$ cat src/rtl/pin_edge_pkg.sv
package pin_edge_pkg;
   typedef struct packed {
      logic spare;
      logic pol;
      logic dual;
      logic link;
   } edge_ctrl_t;

   localparam int unsigned CTRL_W = $bits(edge_ctrl_t);
endpackage

$ cat src/rtl/pin_edge_sync.sv
module pin_edge_sync #(
   parameter int unsigned STAGES  = 2,
   parameter bit          RST_VAL = 1'b1
) (
   input  logic clk,
   input  logic rst_n,
   input  logic d,
   output logic q
);
   logic [STAGES-1:0] chain;

   generate
      genvar i;
      for (i = 0; i < STAGES; i++) begin : g_stage
         if (i == 0) begin : g_first
            always_ff @(posedge clk or negedge rst_n) begin
               if (!rst_n) chain[0] <= RST_VAL;
               else        chain[0] <= d;
            end
         end else begin : g_next
            always_ff @(posedge clk or negedge rst_n) begin
               if (!rst_n) chain[i] <= RST_VAL;
               else        chain[i] <= chain[i-1];
            end
         end
      end
   endgenerate

   assign q = chain[STAGES-1];
endmodule

$ cat src/rtl/pin_edge_filter.sv
module pin_edge_filter #(
   parameter int unsigned MIN_HOLD = 4,
   parameter bit          IDLE_LVL = 1'b1
) (
   input  logic clk,
   input  logic rst_n,
   input  logic d,
   output logic lvl
);
   generate
      if (MIN_HOLD <= 1) begin : g_bypass
         always_ff @(posedge clk or negedge rst_n) begin
            if (!rst_n) lvl <= IDLE_LVL;
            else        lvl <= d;
         end
      end else begin : g_count
         localparam int unsigned CW = $clog2(MIN_HOLD);
         localparam logic [CW-1:0] LAST = CW'(MIN_HOLD - 1);
         logic [CW-1:0] cnt;

         always_ff @(posedge clk or negedge rst_n) begin
            if (!rst_n) begin
               lvl <= IDLE_LVL;
               cnt <= '0;
            end else if (d == lvl) begin
               cnt <= '0;
            end else if (cnt == LAST) begin
               lvl <= d;
               cnt <= '0;
            end else begin
               cnt <= cnt + 1'b1;
            end
         end
      end
   endgenerate
endmodule

$ cat src/rtl/pin_edge_classify.sv
module pin_edge_classify #(
   parameter bit IDLE_LVL = 1'b1
) (
   input  logic clk,
   input  logic rst_n,
   input  logic lvl,
   input  logic pol,
   input  logic dual,
   output logic hit
);
   logic prev_lvl;
   logic adj_lvl;
   logic prev_adj;
   logic one_side;
   logic any_side;

   // polarity-adjusted level: active edge of pin becomes a 0->1 here
   assign adj_lvl = pol ? lvl : ~lvl;

   always_ff @(posedge clk or negedge rst_n) begin
      if (!rst_n) begin
         prev_lvl <= IDLE_LVL;
         prev_adj <= ~IDLE_LVL;
      end else begin
         prev_lvl <= lvl;
         prev_adj <= adj_lvl;
      end
   end

   assign one_side = adj_lvl & ~prev_adj;
   assign any_side = lvl ^ prev_lvl;
   assign hit      = dual ? any_side : one_side;
endmodule

$ cat src/rtl/pin_edge_cond.sv
module pin_edge_cond #(
   parameter int unsigned SYNC_STAGES = 2,
   parameter int unsigned MIN_HOLD    = 4,
   parameter bit          IDLE_LVL    = 1'b1
) (
   input  logic       clk,
   input  logic       rst_n,
   input  logic       pin_raw,
   input  logic       ctrl_we,
   input  logic [3:0] ctrl_wdata,
   output logic [3:0] ctrl_rdata,
   input  logic       take_clr,
   input  logic       skip_clr,
   output logic       req_flag,
   output logic       timer_start,
   output logic       wake,
   output logic       level_ok
);
   import pin_edge_pkg::*;

   generate
      if (SYNC_STAGES < 2) begin : g_bad_sync
         $error("SYNC_STAGES must be at least 2");
      end
      if (MIN_HOLD < 1) begin : g_bad_hold
         $error("MIN_HOLD must be at least 1");
      end
      if (CTRL_W != 4) begin : g_bad_ctrl
         $error("control word must be 4 bits");
      end
   endgenerate

   edge_ctrl_t ctrl_q;
   logic       pin_s;
   logic       filt_lvl;
   logic       hit;

   always_ff @(posedge clk or negedge rst_n) begin
      if (!rst_n)       ctrl_q <= '0;
      else if (ctrl_we) ctrl_q <= edge_ctrl_t'(ctrl_wdata);
   end
   assign ctrl_rdata = ctrl_q;

   pin_edge_sync #(.STAGES(SYNC_STAGES), .RST_VAL(IDLE_LVL)) i_sync (
      .clk(clk), .rst_n(rst_n), .d(pin_raw), .q(pin_s)
   );

   pin_edge_filter #(.MIN_HOLD(MIN_HOLD), .IDLE_LVL(IDLE_LVL)) i_filt (
      .clk(clk), .rst_n(rst_n), .d(pin_s), .lvl(filt_lvl)
   );

   pin_edge_classify #(.IDLE_LVL(IDLE_LVL)) i_cls (
      .clk(clk), .rst_n(rst_n), .lvl(filt_lvl),
      .pol(ctrl_q.pol), .dual(ctrl_q.dual), .hit(hit)
   );

   always_ff @(posedge clk or negedge rst_n) begin
      if (!rst_n) begin
         req_flag    <= 1'b0;
         timer_start <= 1'b0;
         wake        <= 1'b0;
      end else begin
         if (hit)                       req_flag <= 1'b1;
         else if (take_clr || skip_clr) req_flag <= 1'b0;
         timer_start <= hit & ctrl_q.link;
         wake        <= hit;
      end
   end

   assign level_ok = (filt_lvl == ctrl_q.pol);
endmodule

$ cat config.mk
export PLATFORM = sky130hd
export DESIGN_NAME = pin_edge_cond
export DESIGN_NICKNAME = d
export VERILOG_FILES = /design/src/rtl/pin_edge_pkg.sv /design/src/rtl/pin_edge_sync.sv /design/src/rtl/pin_edge_filter.sv /design/src/rtl/pin_edge_classify.sv /design/src/rtl/pin_edge_cond.sv
export SDC_FILE = /design/constraint.sdc
export NUM_CORES = 1
export LEC_CHECK = 0
export BUFFER_PORTS_ARGS = -buffer_cell sky130_fd_sc_hd__buf_2
export CORE_AREA = 8 8 45 47
export CTS_CLUSTER_DIAMETER = 30
export CTS_CLUSTER_SIZE = 24
export DETAILED_ROUTE_END_ITERATION = 8
export DIE_AREA = 0 0 53 55
export PLACE_DENSITY = 0.76
export SYNTH_ARGS = -nofsm -noshare
export SYNTH_HDL_FRONTEND = slang
export SYNTH_SLANG_ARGS = --single-unit
$ cat constraint.sdc
create_clock -name clk -period 1.99 [get_ports clk]
set_input_delay 0.199 -clock clk [delete_from_list [all_inputs] [get_ports clk]]
set_output_delay 0.199 -clock clk [all_outputs]
set_load 0.01 [all_outputs]
### Word-level counts from Yosys, hierarchy flattened

Cells that the tools add are included.

* register bits: 14
* output and inout port bits: 8
* word-level logic and storage cells: 32

* add/subtract/negate cells: 1
* equality and inequality tests: 3
* mux-type cells: 6
* bitwise logic cells: 6
* reductions and logical operators: 3

Operators with widths (number)
* 1-bit 2-to-1 mux: 4
* 2-bit 2-to-1 mux: 2
* 1-bit NOT: 3
* 2-bit by 1-bit adder with 2-bit output, second input constant: 1
* 1-bit AND: 2
* 1-bit == test: 2
* 2-bit == test, second input constant: 1
* 2-bit AND reduction: 1
* 2-bit nonzero test: 1
* 1-bit logical OR: 1
* 1-bit XOR: 1

### Logic depth before layout (Yosys ltp)

Gate-level depths: netlist (run 1).

* depth after elaboration: 5
* gate-level depth with buffers: 3

### Cells and area by module

A second synthesis (run 1) with hierarchy kept.

* cell total of the unflattened synthesis: 33
* area, all modules: 519.2 um^2

Modules (own cells, without submodules)
* pin_edge_cond: times used 1, cells each 15, area an instance 246.5 um^2, sequential area each 175.2 um^2
* pin_edge_filter: times used 1, cells each 8, area an instance 125.1 um^2, sequential area each 76.3 um^2
* pin_edge_classify: times used 1, cells each 8, area an instance 95.1 um^2, sequential area each 51.3 um^2
* pin_edge_sync: times used 1, cells each 2, area an instance 52.6 um^2, sequential area each 52.6 um^2

### Worst setup path after synthesis (run 1)

No wires, ideal clock.

* path type: register to register
* start point: register ctrl_q (netlist bit ctrl_rdata[1])
* end point: register timer_start
* library setup time: 0.066 ns
* arrival: 1.127 ns
* slack: 0.797 ns
* cell stages (with the launch flop): 4
* period minus slack after synthesis: 1.193 ns
* cells stage by stage: dfrtp_1 -> or3b_1 -> a32oi_2 -> and2_1

* cells in the longest elaborated chain, start to end: 2

Ends and longest elaborated chain
* start, declared: line pin_edge_cond.sv:33 `edge_ctrl_t ctrl_q;`
* start signal, assigned: line pin_edge_cond.sv:40 `else if (ctrl_we) ctrl_q <= edge_ctrl_t'(ctrl_wdata);`
* 1-bit 2-to-1 mux: line pin_edge_classify.sv:32 `assign hit = dual ? any_side : one_side;`
* named net hit: line pin_edge_cond.sv:36 `logic hit;`
* 1-bit AND: line pin_edge_cond.sv:65 `timer_start <= hit & ctrl_q.link;`
* end signal, assigned: line pin_edge_cond.sv:65
* end, declared: line pin_edge_cond.sv:15 `output logic timer_start,`

The timed path passes the listed nets, and every way through them passes these cells.
A chain may end at the register's enable or synchronous reset.

### Final worst setup path (run 1)

* start point: register i_filt.lvl
* end point: output port level_ok

* cells in the longest elaborated chain, start to end: 1

Ends and longest elaborated chain
* start, declared: line pin_edge_filter.sv:8 `output logic lvl`
* start signal, assigned: line pin_edge_filter.sv:23 `lvl <= IDLE_LVL;`
* start signal, assigned: line pin_edge_filter.sv:28 `lvl <= d;`
* 1-bit == test: line pin_edge_cond.sv:70 `assign level_ok = (filt_lvl == ctrl_q.pol);`
* end, declared: line pin_edge_cond.sv:17 `output logic level_ok`

No other way between the ends.

==> results of run 1 <==
per-layer routing:
layer	up-vias	GRT usage, %
met5	-	0
met4	0	5.172
met3	2	4.813
met2	15	9.375
met1	155	8.558
li1	159	-
layout make-up:
type / count / area (um^2) / share of cell area [%]
sequential: 14 / 355.3 / 52.40
clock buffer: 4 / 36.28 / 5.351
timing repair buffer: 19 / 105.1 / 15.50
multi-input combinational: 18 / 161.4 / 23.80
tap: 16 / 20.02 / 2.952
critical path: cells and delay by family, from the launching register on:
family    cells  cell delay (ps)
buf+inv       1              160
xor+xnor      1              140
flops         1              600
sequential cells by signal, indices dropped and copies added (netlist names):
name	cells
i_filt.g_count.cnt	2
timer_start	1
i_cls.prev_lvl	1
req_flag	1
i_sync.q	1
ctrl_rdata	4
wake	1
i_cls.prev_adj	1
i_sync.chain	1
i_filt.lvl	1
cells in the mapped netlist:
master    n
a21o_1    1
a32oi_2   1
or2b_1    1
ha_1      1
buf_4     2
mux2_1    3
xor2_1    1
a21oi_1   1
and2_1    2
dfstp_2   4
nor3b_1   1
nor2_1    1
mux2_2    2
or3b_1    1
or3_1     1
xnor2_1   1
dfrtp_1  10
cell families (layout without fill, tap and decap cells):
kind of cell | Yosys count | count (layout) | share of synthesized area, %
XOR/XNOR | 2 | 2 | 3.295
buffers and inverters | 2 | 23 | 2.823
multiplexers | 5 | 5 | 10.59
AND/OR/NAND/NOR | 7 | 7 | 8.707
AO/OA/AOI/OAI | 3 | 3 | 5.412
flip-flops | 14 | 14 | 66.82
adder cells (fa/ha/maj) | 1 | 1 | 2.353
worst paths after layout:
check,start,endpoint,slack [ps],cells after the start
worst min register to register,i_sync.chain[0],i_sync.q,360,0
worst max-delay path,i_filt.lvl,level_ok,620,2
max in group asynchronous,rst_n,i_cls.prev_lvl,1380,2
worst max register to register,ctrl_rdata[1],timer_start,710,3
worst min-delay path,ctrl_wdata[3],ctrl_rdata[3],140,2
min in group asynchronous,rst_n,ctrl_rdata[3],330,2
metrics by stage:
stage,cells,hold WS [ps],cell area (um^2)
finish,71,138.6,678.2
CTS,70,8.887,668.1
floorplan,34,-96.59,531.8
global route,71,133.6,678.2
global placement,65,100.6,621.8
detailed placement,65,105.6,621.8
report_power, final:
part | leakage (nW) | internal [mW] | switching (mW) | total [mW]
clock | 0.0210 | 0.111 | 0.0857 | 0.197
sequential | 0.163 | 0.388 | 0.0550 | 0.443
combinational | 0.140 | 0.118 | 0.0991 | 0.218
==> qor.yml, run 1 <==
status: "finished, final reports clean"
fmax_ghz: 0.7281
clk_path_buf_depth: 2
netlist_area_um2: 531.8
portBuffers: 17
viasPerCell: 4.662
synthCells: 34
die_h_um: 55
diodes: 0
top_layer: "met4"
maxSlewHeadroom_pct: 80.41
initial_core_util_pct: 38.43
slew_violations: 0
netlist.area_leader.share_pct: 47.06
antenna_found_initial: 0
grt_remaining_overflow: 0
drt_iter0_drc: 2
drtAntennaViolNets: 0
grt_max_degree: 15
clockRootBuffer: "clkbuf_4"
synth.area.top_cells: "dfrtp_1 (47%), dfstp_2 (20%), mux2_1 (6.4%), mux2_2 (4.2%), a32oi_2 (3.1%)"
post_cts.repair.setup_buffers: 0
coreArea_um2: 1384
numCtsBuffers: 3
clock_sink_count: 14
hold_class: "input port to register"
final_net_count: 67
routedWlPerCell_um: 12.15
wl_met2_um: 340
wl_met3_um: 120
worstPathMaxFanout: 6
insertion_delay_ps: 270
vias: 331
critPathArrivalTime_ps: 1170
ir_worst_vdd_v: 0.0005440
cts-resized-gates: 0
grt_usage_pct: 7.321
critPathLaunchType: "register"
final_common_cell: "buf_2"
grt_pass1_wl_mm: 1.531
grt_pass1_vias: 365
period_minus_slack_ps: 1373
synth_seq_cells: 14
fin_util_pct: 49.01
power_density_nw_per_um2: 1264
crit_type: "register to output pin"
die_width_um: 53
drive_above_1_share_pct: 50.91
ctsHoldBuffers: 1
hold_viol_final: 0
slowest_delay_ps: 600
dpl_worst_slack_ps: 731.7
finalSetupViolations: 0
cts_max_level: 1
fin_skew_ps: 0.6254
wl_met1_um: 397
postSynthAreaPerCell_um2: 15.64
power_uw: 857.1
worstPathRequired_ps: 1790
yosys_warnings: 0
syn-num-nets: 45
tns_ps: 0
syn2layout_area_growth_pct: 27.53
gp_congestion: 0.6716
yosysTopAreaCell: "dfrtp_1"
fin_ws_ps: 616.5
rows: 14
wl_um: 863
die_area_um2: 2915
tightest_slew_ps: 293.8
drc: 0
path_cells: "xnor2_1 -> buf_2"
ios: 18
rsz0062_at_grt: "false"
final_cell_mix: "buf_2 (17), dfrtp_1 (10), dfstp_2 (4), mux2_1 (3), clkbuf_4 (3)"
max_cap_violations: 0
fill_cells: 117
cts_tree: "yes"
period_share_pct: 69.02
ys_types: 17
dr.pass1.iters: 2
endpoint_kind: "output pin"
leakagePower_nw: 0.3241
cpMaxStageDelayCell: "dfstp_2"
path_clk_slew_ps: 80
seq_area_frac_synth_pct: 66.82
Note: power is estimated with default switching activity, not from simulation.
==> run 2: changes to the inputs <==
--- a/config.mk
+++ b/config.mk
@@ -6,12 +6,12 @@
 export NUM_CORES = 1
 export LEC_CHECK = 0
 export BUFFER_PORTS_ARGS = -buffer_cell sky130_fd_sc_hd__buf_2
-export CORE_AREA = 8 8 45 47
+export CORE_MARGIN = 8
+export CORE_UTILIZATION = 41
 export CTS_CLUSTER_DIAMETER = 30
 export CTS_CLUSTER_SIZE = 24
 export DETAILED_ROUTE_END_ITERATION = 8
-export DIE_AREA = 0 0 53 55
-export PLACE_DENSITY = 0.76
+export PLACE_DENSITY = 0.8
 export SYNTH_ARGS = -nofsm -noshare
 export SYNTH_HDL_FRONTEND = slang
 export SYNTH_SLANG_ARGS = --single-unit
==> constraint.sdc (replaced) <==
create_clock -name clk -period 1.25 [get_ports clk]
set_input_delay 0.125 -clock clk [delete_from_list [all_inputs] [get_ports clk]]
set_output_delay 0.125 -clock clk [all_outputs]
set_load 0.01 [all_outputs]
==> run 2 against run 1 <==
Combinational power up 110%. Routed wire length up 6.5%. First-iteration DRC count down 100%. Largest power group unchanged.
==> qor.yml, run 2 (synthesis results as in run 1) <==
syn2layout_area_growth_pct: 35.06
portBuffers: 17  # unchanged
critPathArrivalTime_ps: 1100  # -70 ps
seq_power_share_pct: 47.2  # -4.5 points
final_common_cell: "buf_2"
leakagePower_nw: 0.3504  # +8.1%
grt_pass1_vias: 367  # +0.55%
switching_share_pct: 27.67  # -0.32 points
diodes: 0  # unchanged
rsz0062_at_grt: "true"
worstPathRequired_ps: 1120  # -670 ps
drive_above_1_share_pct: 55.93  # +5.0 points
cts_tree: "yes"
wl_um: 919  # +6.5%
fin_ws_ps: 28.54  # -588.0 ps
place_area_um2: 635.6  # +2.2%
final_net_count: 71  # +6.0%
power.share.combinational_pct: 31.3  # +5.9 points
drt_iter0_drc: 0  # -2
final_cell_mix: "buf_2 (17), dfrtp_1 (10), dfstp_2 (4)"
slew_violations: 0  # unchanged
clock_sink_count: 14  # unchanged
ir_worst_vdd_v: 0.0009023  # +66%
critPathLaunchType: "register"
max_cap_violations: 0  # unchanged
clockRootBuffer: "clkbuf_4"
endpoint_kind: "output pin"
antenna_found_initial: 0  # unchanged
fin_skew_ps: 3.690  # +3.064 ps
path_cells: "buf_6 -> xnor2_2 -> buf_2"
drtAntennaViolNets: 0  # unchanged
grt_pass1_wl_mm: 1.593  # +4.0%
worstPathMaxFanout: 3  # -3
power_mw: 1.448  # +69%
power_density_nw_per_um2: 2016  # +59%
die_width_um: 52.02  # -1.9%
p_switching_uw: 400.5  # +67%
maxSlewHeadroom_pct: 79.84  # -0.57 points
grt_usage_pct: 7.960  # +0.64 points
vias: 341  # +3.0%
internal_power_mw: 1.047  # +70%
tightest_slew_ps: 302.4  # +8.567 ps
dr.pass1.iters: 1  # -1
rows: 13  # -1
hold_class: "input port to register"
fmax_ghz: 0.8187
grt_max_degree: 15  # unchanged
cts_max_level: 1  # unchanged
viasPerCell: 4.608  # -1.2%
initial_core_util_pct: 42.46  # +4.0 points
status: "finished, final reports clean"
slowest_delay_ps: 400  # -200 ps
period_share_pct: 97.72
ios: 18  # unchanged
routedWlPerCell_um: 12.42  # +2.2%
tns_ps: 0  # unchanged
path_clk_slew_ps: 80  # about the same
gp_congestion: 0.6608  # -1.6%
drc: 0  # unchanged
numCtsBuffers: 3  # unchanged
dpl_worst_slack_ps: 22.94  # -708.8 ps
grt_remaining_overflow: 0  # unchanged
die_area_um2: 2706  # -7.2%
finalSetupViolations: 0  # unchanged
largest_reg_flops: 4  # unchanged
whs_ps: 70.28  # -68.29 ps
hpwl_um: 733.1
insertion_delay_ps: 270  # about the same
clk_path_buf_depth: 2  # unchanged
cpMaxStageDelayCell: "dfrtp_1"
pwr-share-clk_pct: 21.6  # -1.4 points
hold_viol_final: 0  # unchanged
coreArea_um2: 1252  # -9.5%
finish.instance_area_um2: 718.2  # +5.9%
period_minus_slack_ps: 1221
crit_type: "register to output pin"
die_h_um: 52.02  # -5.4%
-- run 2: per-stage QoR --
step,util (%),cells
after detailed placement,50.75,66
after floorplan,-,34
after global placement,50.75,66
after CTS,57.34,74
final,57.34,74
after global routing,57.34,74
-- run 2: metal layers --
layer	share of wire (%)	vias to the layer above	wire, um	track usage (%)
met1	44	154	407	8.557
met4	2.3	0	21	5.310
met5	0	-	0	0
met3	11	4	97	3.989
li1	-	166	-	-
met2	43	17	393	12.00
-- run 2: worst max-delay path: cells and delay by family, from the launching register on --
family    cells  cell delay [ps]
buf+inv       2              280
flops         1              400
xor+xnor      1              150
-- run 2: final cells by class --
| class | instances | area (um^2) |
|---|---|---|
| fill | 101 | 534.3 |
| sequential | 14 | 355.3 |
| multi-input combinational | 18 | 168.9 |
| timing repair buffer | 23 | 138.9 |
| clock buffer | 4 | 36.28 |
| tap | 15 | 18.77 |
-- run 2: final timing paths --
| check | start | depth (start not counted) | slack [ps] | to |
|---|---|---|---|---|
| setup / recovery | ctrl_rdata[2] | 3 | 30 | level_ok |
| setup reg to reg | ctrl_rdata[1] | 3 | 50 | timer_start |
| hold / removal | ctrl_wdata[2] | 2 | 70 | ctrl_rdata[2] |
| hold reg to reg | i_sync.chain[0] | 0 | 360 | i_sync.q |
| min in group asynchronous | rst_n | 2 | 260 | ctrl_rdata[2] |
| max in group asynchronous | rst_n | 2 | 710 | i_sync.chain[0] |
-- run 2: power groups by stage --
stage / Clock [mW] / Sequential [mW] / Combinational (mW)
floorplan: 0 / 0.724 / 0.206
global placement: 0 / 0.703 / 0.357
detailed placement: 0 / 0.710 / 0.372
CTS: 0.329 / 0.684 / 0.463
global route: 0.350 / 0.701 / 0.504
finish: 0.312 / 0.683 / 0.453
-- run 2: repair_timing --
action	in CTS	in global routing
pin swaps	1	1
hold buffers	2	0
setup endpoints to repair	1	2
resized for setup	2	0
cloned	0	0
buffers inserted	2	0
hold endpoints to repair	15	0
==> run 3: changes to the inputs <==
--- a/config.mk
+++ b/config.mk
@@ -5,13 +5,14 @@
 export SDC_FILE = /design/constraint.sdc
 export NUM_CORES = 1
 export LEC_CHECK = 0
+export ABC_AREA = 1
 export BUFFER_PORTS_ARGS = -buffer_cell sky130_fd_sc_hd__buf_2
 export CORE_MARGIN = 8
 export CORE_UTILIZATION = 41
 export CTS_CLUSTER_DIAMETER = 30
 export CTS_CLUSTER_SIZE = 24
 export DETAILED_ROUTE_END_ITERATION = 8
-export PLACE_DENSITY = 0.8
+export PLACE_DENSITY = 0.79
 export SYNTH_ARGS = -nofsm -noshare
 export SYNTH_HDL_FRONTEND = slang
 export SYNTH_SLANG_ARGS = --single-unit
==> run 3 against run 2 <==
The flow now finishes with violations (setup timing). Clock power down 16%. Sequential share of layout area down 0.93 points. Worst hold slack worse by 10 ps. Final cell count up 18%. Critical path type unchanged. Critical endpoint unchanged.
==> qor.yml, run 3 <==
status: "finished, violations left"
violations: "setup timing"
synth-xor-area-share_pct: 1.573  # -1.7 points
r2r_cells: 6  # +3
drt_iter0_drc: 8  # +8
reg2reg_setup_slack_ps: 170  # +120 ps
ios: 18  # unchanged
leakagePower_nw: 0.3717  # +6.1%
clockRootBuffer: "clkbuf_4"
period_share_pct: 103.8  # +6.1 points
netlist.area_leader.share_pct: 44.94  # -2.1 points
power_mw: 1.392  # -3.9%
critPathLaunchType: "register"
syn-num-nets: 58  # +29%
cts_tree: "yes"
fin_skew_ps: 4.105  # +0.4150 ps
portBuffers: 17  # unchanged
diodes: 0  # unchanged
hold_class: "input port to register"
cp-endpoint: "level_ok"
synth_compound_area_share_pct: 4.270  # -1.1 points
grt_pass1_wl_mm: 1.683  # +5.6%
final_net_count: 84  # +18%
drc: 0  # unchanged
maxSlewHeadroom_pct: 80.61  # +0.77 points
worstPathRequired_ps: 1120  # about the same
hold_viol_final: 0  # unchanged
path_clk_slew_ps: 80  # about the same
tightest_slew_ps: 290.8  # -11.60 ps
ir_worst_vdd_v: 0.001015  # +13%
hpwl_um: 736.6  # +0.48%
dr.pass1.iters: 4  # +3
synth_top_family_by_area: "simple AND/OR/NAND/NOR gates"
worstReg2RegEnd: "req_flag"
r2r-start: "i_filt.lvl"
gp_congestion: 0.7514  # +14%
grt_pass1_vias: 417  # +14%
max_cap_violations: 0  # unchanged
grt_usage_pct: 8.162  # +0.20 points
wl_mm: 1.008  # +9.7%
synthTopCellsByCount: "dfrtp_1 (10), nand2_1 (9), dfstp_2 (4), inv_1 (4), o21ai_0 (3)"
syn2layout_area_growth_pct: 31.46
die_area_um2: 2793  # +3.2%
synth-edff-count: 0  # unchanged
vias: 390  # +14%
critPathArrivalTime_ps: 1170  # +70 ps
final_cells: 87  # +18%
power_density_nw_per_um2: 1901  # -5.7%
period_minus_slack_ps: 1298  # +76.59 ps
place_area_um2: 645.6  # +1.6%
drive_above_1_share_pct: 54.17  # -1.8 points
routedWlPerCell_um: 11.59  # -6.7%
synth-adder-area-share_pct: 2.247  # -0.11 points
slew_violations: 0  # unchanged
worstPathMaxFanout: 3  # unchanged
yosysMostFrequentCell: "dfrtp_1"
seq_area_frac_synth_pct: 63.82  # -3.0 points
cp-startpoint: "i_filt.lvl"
dpl_worst_slack_ps: 128.0  # +105.1 ps
endpoint_kind: "output pin"
fmax_ghz: 0.7704  # -5.9%
netlist_area_um2: 556.8  # +4.7%
finalSetupViolations: 1  # +1
clk_path_buf_depth: 2  # unchanged
die_width_um: 52.85  # +1.6%
crit_type: "register to output pin"
grt_max_degree: 15  # unchanged
cts_max_level: 1  # unchanged
synthMuxAreaShare_pct: 4.045  # -6.5 points
final_common_cell: "buf_2"
initial_core_util_pct: 43.33  # +0.87 points
dp.cells: 77  # +17%
fin_util_pct: 56.96  # -0.38 points
final_cell_mix: "buf_2 (16), dfrtp_1 (10), nand2_1 (8)"
yosys_warnings: 0  # unchanged
ys_types: 18  # +1
synth_seq_cells: 14  # unchanged
rows: 13  # unchanged
die_h_um: 52.85  # +1.6%
grt_remaining_overflow: 0  # unchanged
viasPerCell: 4.483  # -2.7%
synthCells: 47  # +38%
fin_ws_ps: -48.05  # -76.59 ps
largest_reg_flops: 4  # unchanged
yosysTopAreaCell: "dfrtp_1"
clock_sink_count: 14  # unchanged
coreArea_um2: 1285  # +2.6%
synth-simple-area-share_pct: 17.98  # +9.3 points
async_flop_share_pct: 100.0  # unchanged
synth.area.top_cells: "dfrtp_1 (45%), dfstp_2 (19%), nand2_1 (6.1%), mux2_2 (4.0%), nand3_4 (3.1%)"
rsz0062_at_grt: "true"
finish.instance_area_um2: 732.0  # +1.9%
numCtsBuffers: 3  # unchanged
synth_ff_type: "dfrtp_1"
antenna_found_initial: 0  # unchanged
insertion_delay_ps: 270  # about the same
postSynthAreaPerCell_um2: 11.85  # -24%
drtAntennaViolNets: 0  # unchanged
run 3: metrics by stage:
step,setup TNS [ps],hold slack [ps]
final,-48.05,59.92
after floorplan,0,-170.6
after CTS,-29.30,56.92
after global placement,0,30.34
after global routing,-92.87,64.82
after detailed placement,0,29.62
run 3: critical path, cell delays in order, from the launching register on:
cell     delay (ps)
dfstp_2         560
inv_2            50
nand2_2          60
and2_4          140
buf_6            90
run 3: worst min path at each step:
stage	start	end	slack (ps)	cells after the start
2_1_floorplan	rst_n	ctrl_rdata[0]	-170	0
3_3_place_gp	rst_n	ctrl_rdata[3]	30	1
3_5_place_dp	rst_n	ctrl_rdata[3]	30	1
4_1_cts	ctrl_wdata[0]	ctrl_rdata[0]	60	3
5_1_grt	ctrl_wdata[1]	ctrl_rdata[1]	60	2
6_report	ctrl_wdata[0]	ctrl_rdata[0]	60	3
run 3: metal layers:
metal / vias to the layer above / part of all wire [%] / track usage, %
met5: - / 0 / 0
met4: 0 / 0.99 / 5.172
met3: 2 / 9.5 / 3.081
met2: 18 / 47 / 12.70
met1: 175 / 43 / 9.121
li1: 195 / - / -
run 3: what timing repair did:
item | in CTS | in global routing
endpoints found under the setup margin | 1 | 1
setup buffers | 4 | 0
cloned | 0 | 0
pin swaps | 2 | 0
gates resized for setup | 3 | 0
hold endpoints to repair | 12 | 0
hold buffers | 2 | 0
run 3: layout make-up:
cell class              count  area, um^2
multi-input cells          26       171.4
inverters                   5       18.77
fillers                   105       553.0
repair buffers             23       141.4
clock buffers               4       26.28
well taps                  15       18.77
flip-flops and latches     14       355.3
run 3: report_power, final:
part           switching, mW  internal [mW]  leakage, nW
registers             0.0644          0.595        0.165
logic                  0.232          0.239        0.192
clock network          0.137          0.124       0.0150
total                  0.434          0.958        0.372
run 3: kinds of logic after synthesis:
logic type | count (synthesis)
xor gates and xnor gates | 1
DFF | 14
AOI/OAI and AO/OA | 4
buffers and inverters | 7
muxes | 2
adders and majority gates | 1
and+or+nand+nor | 18
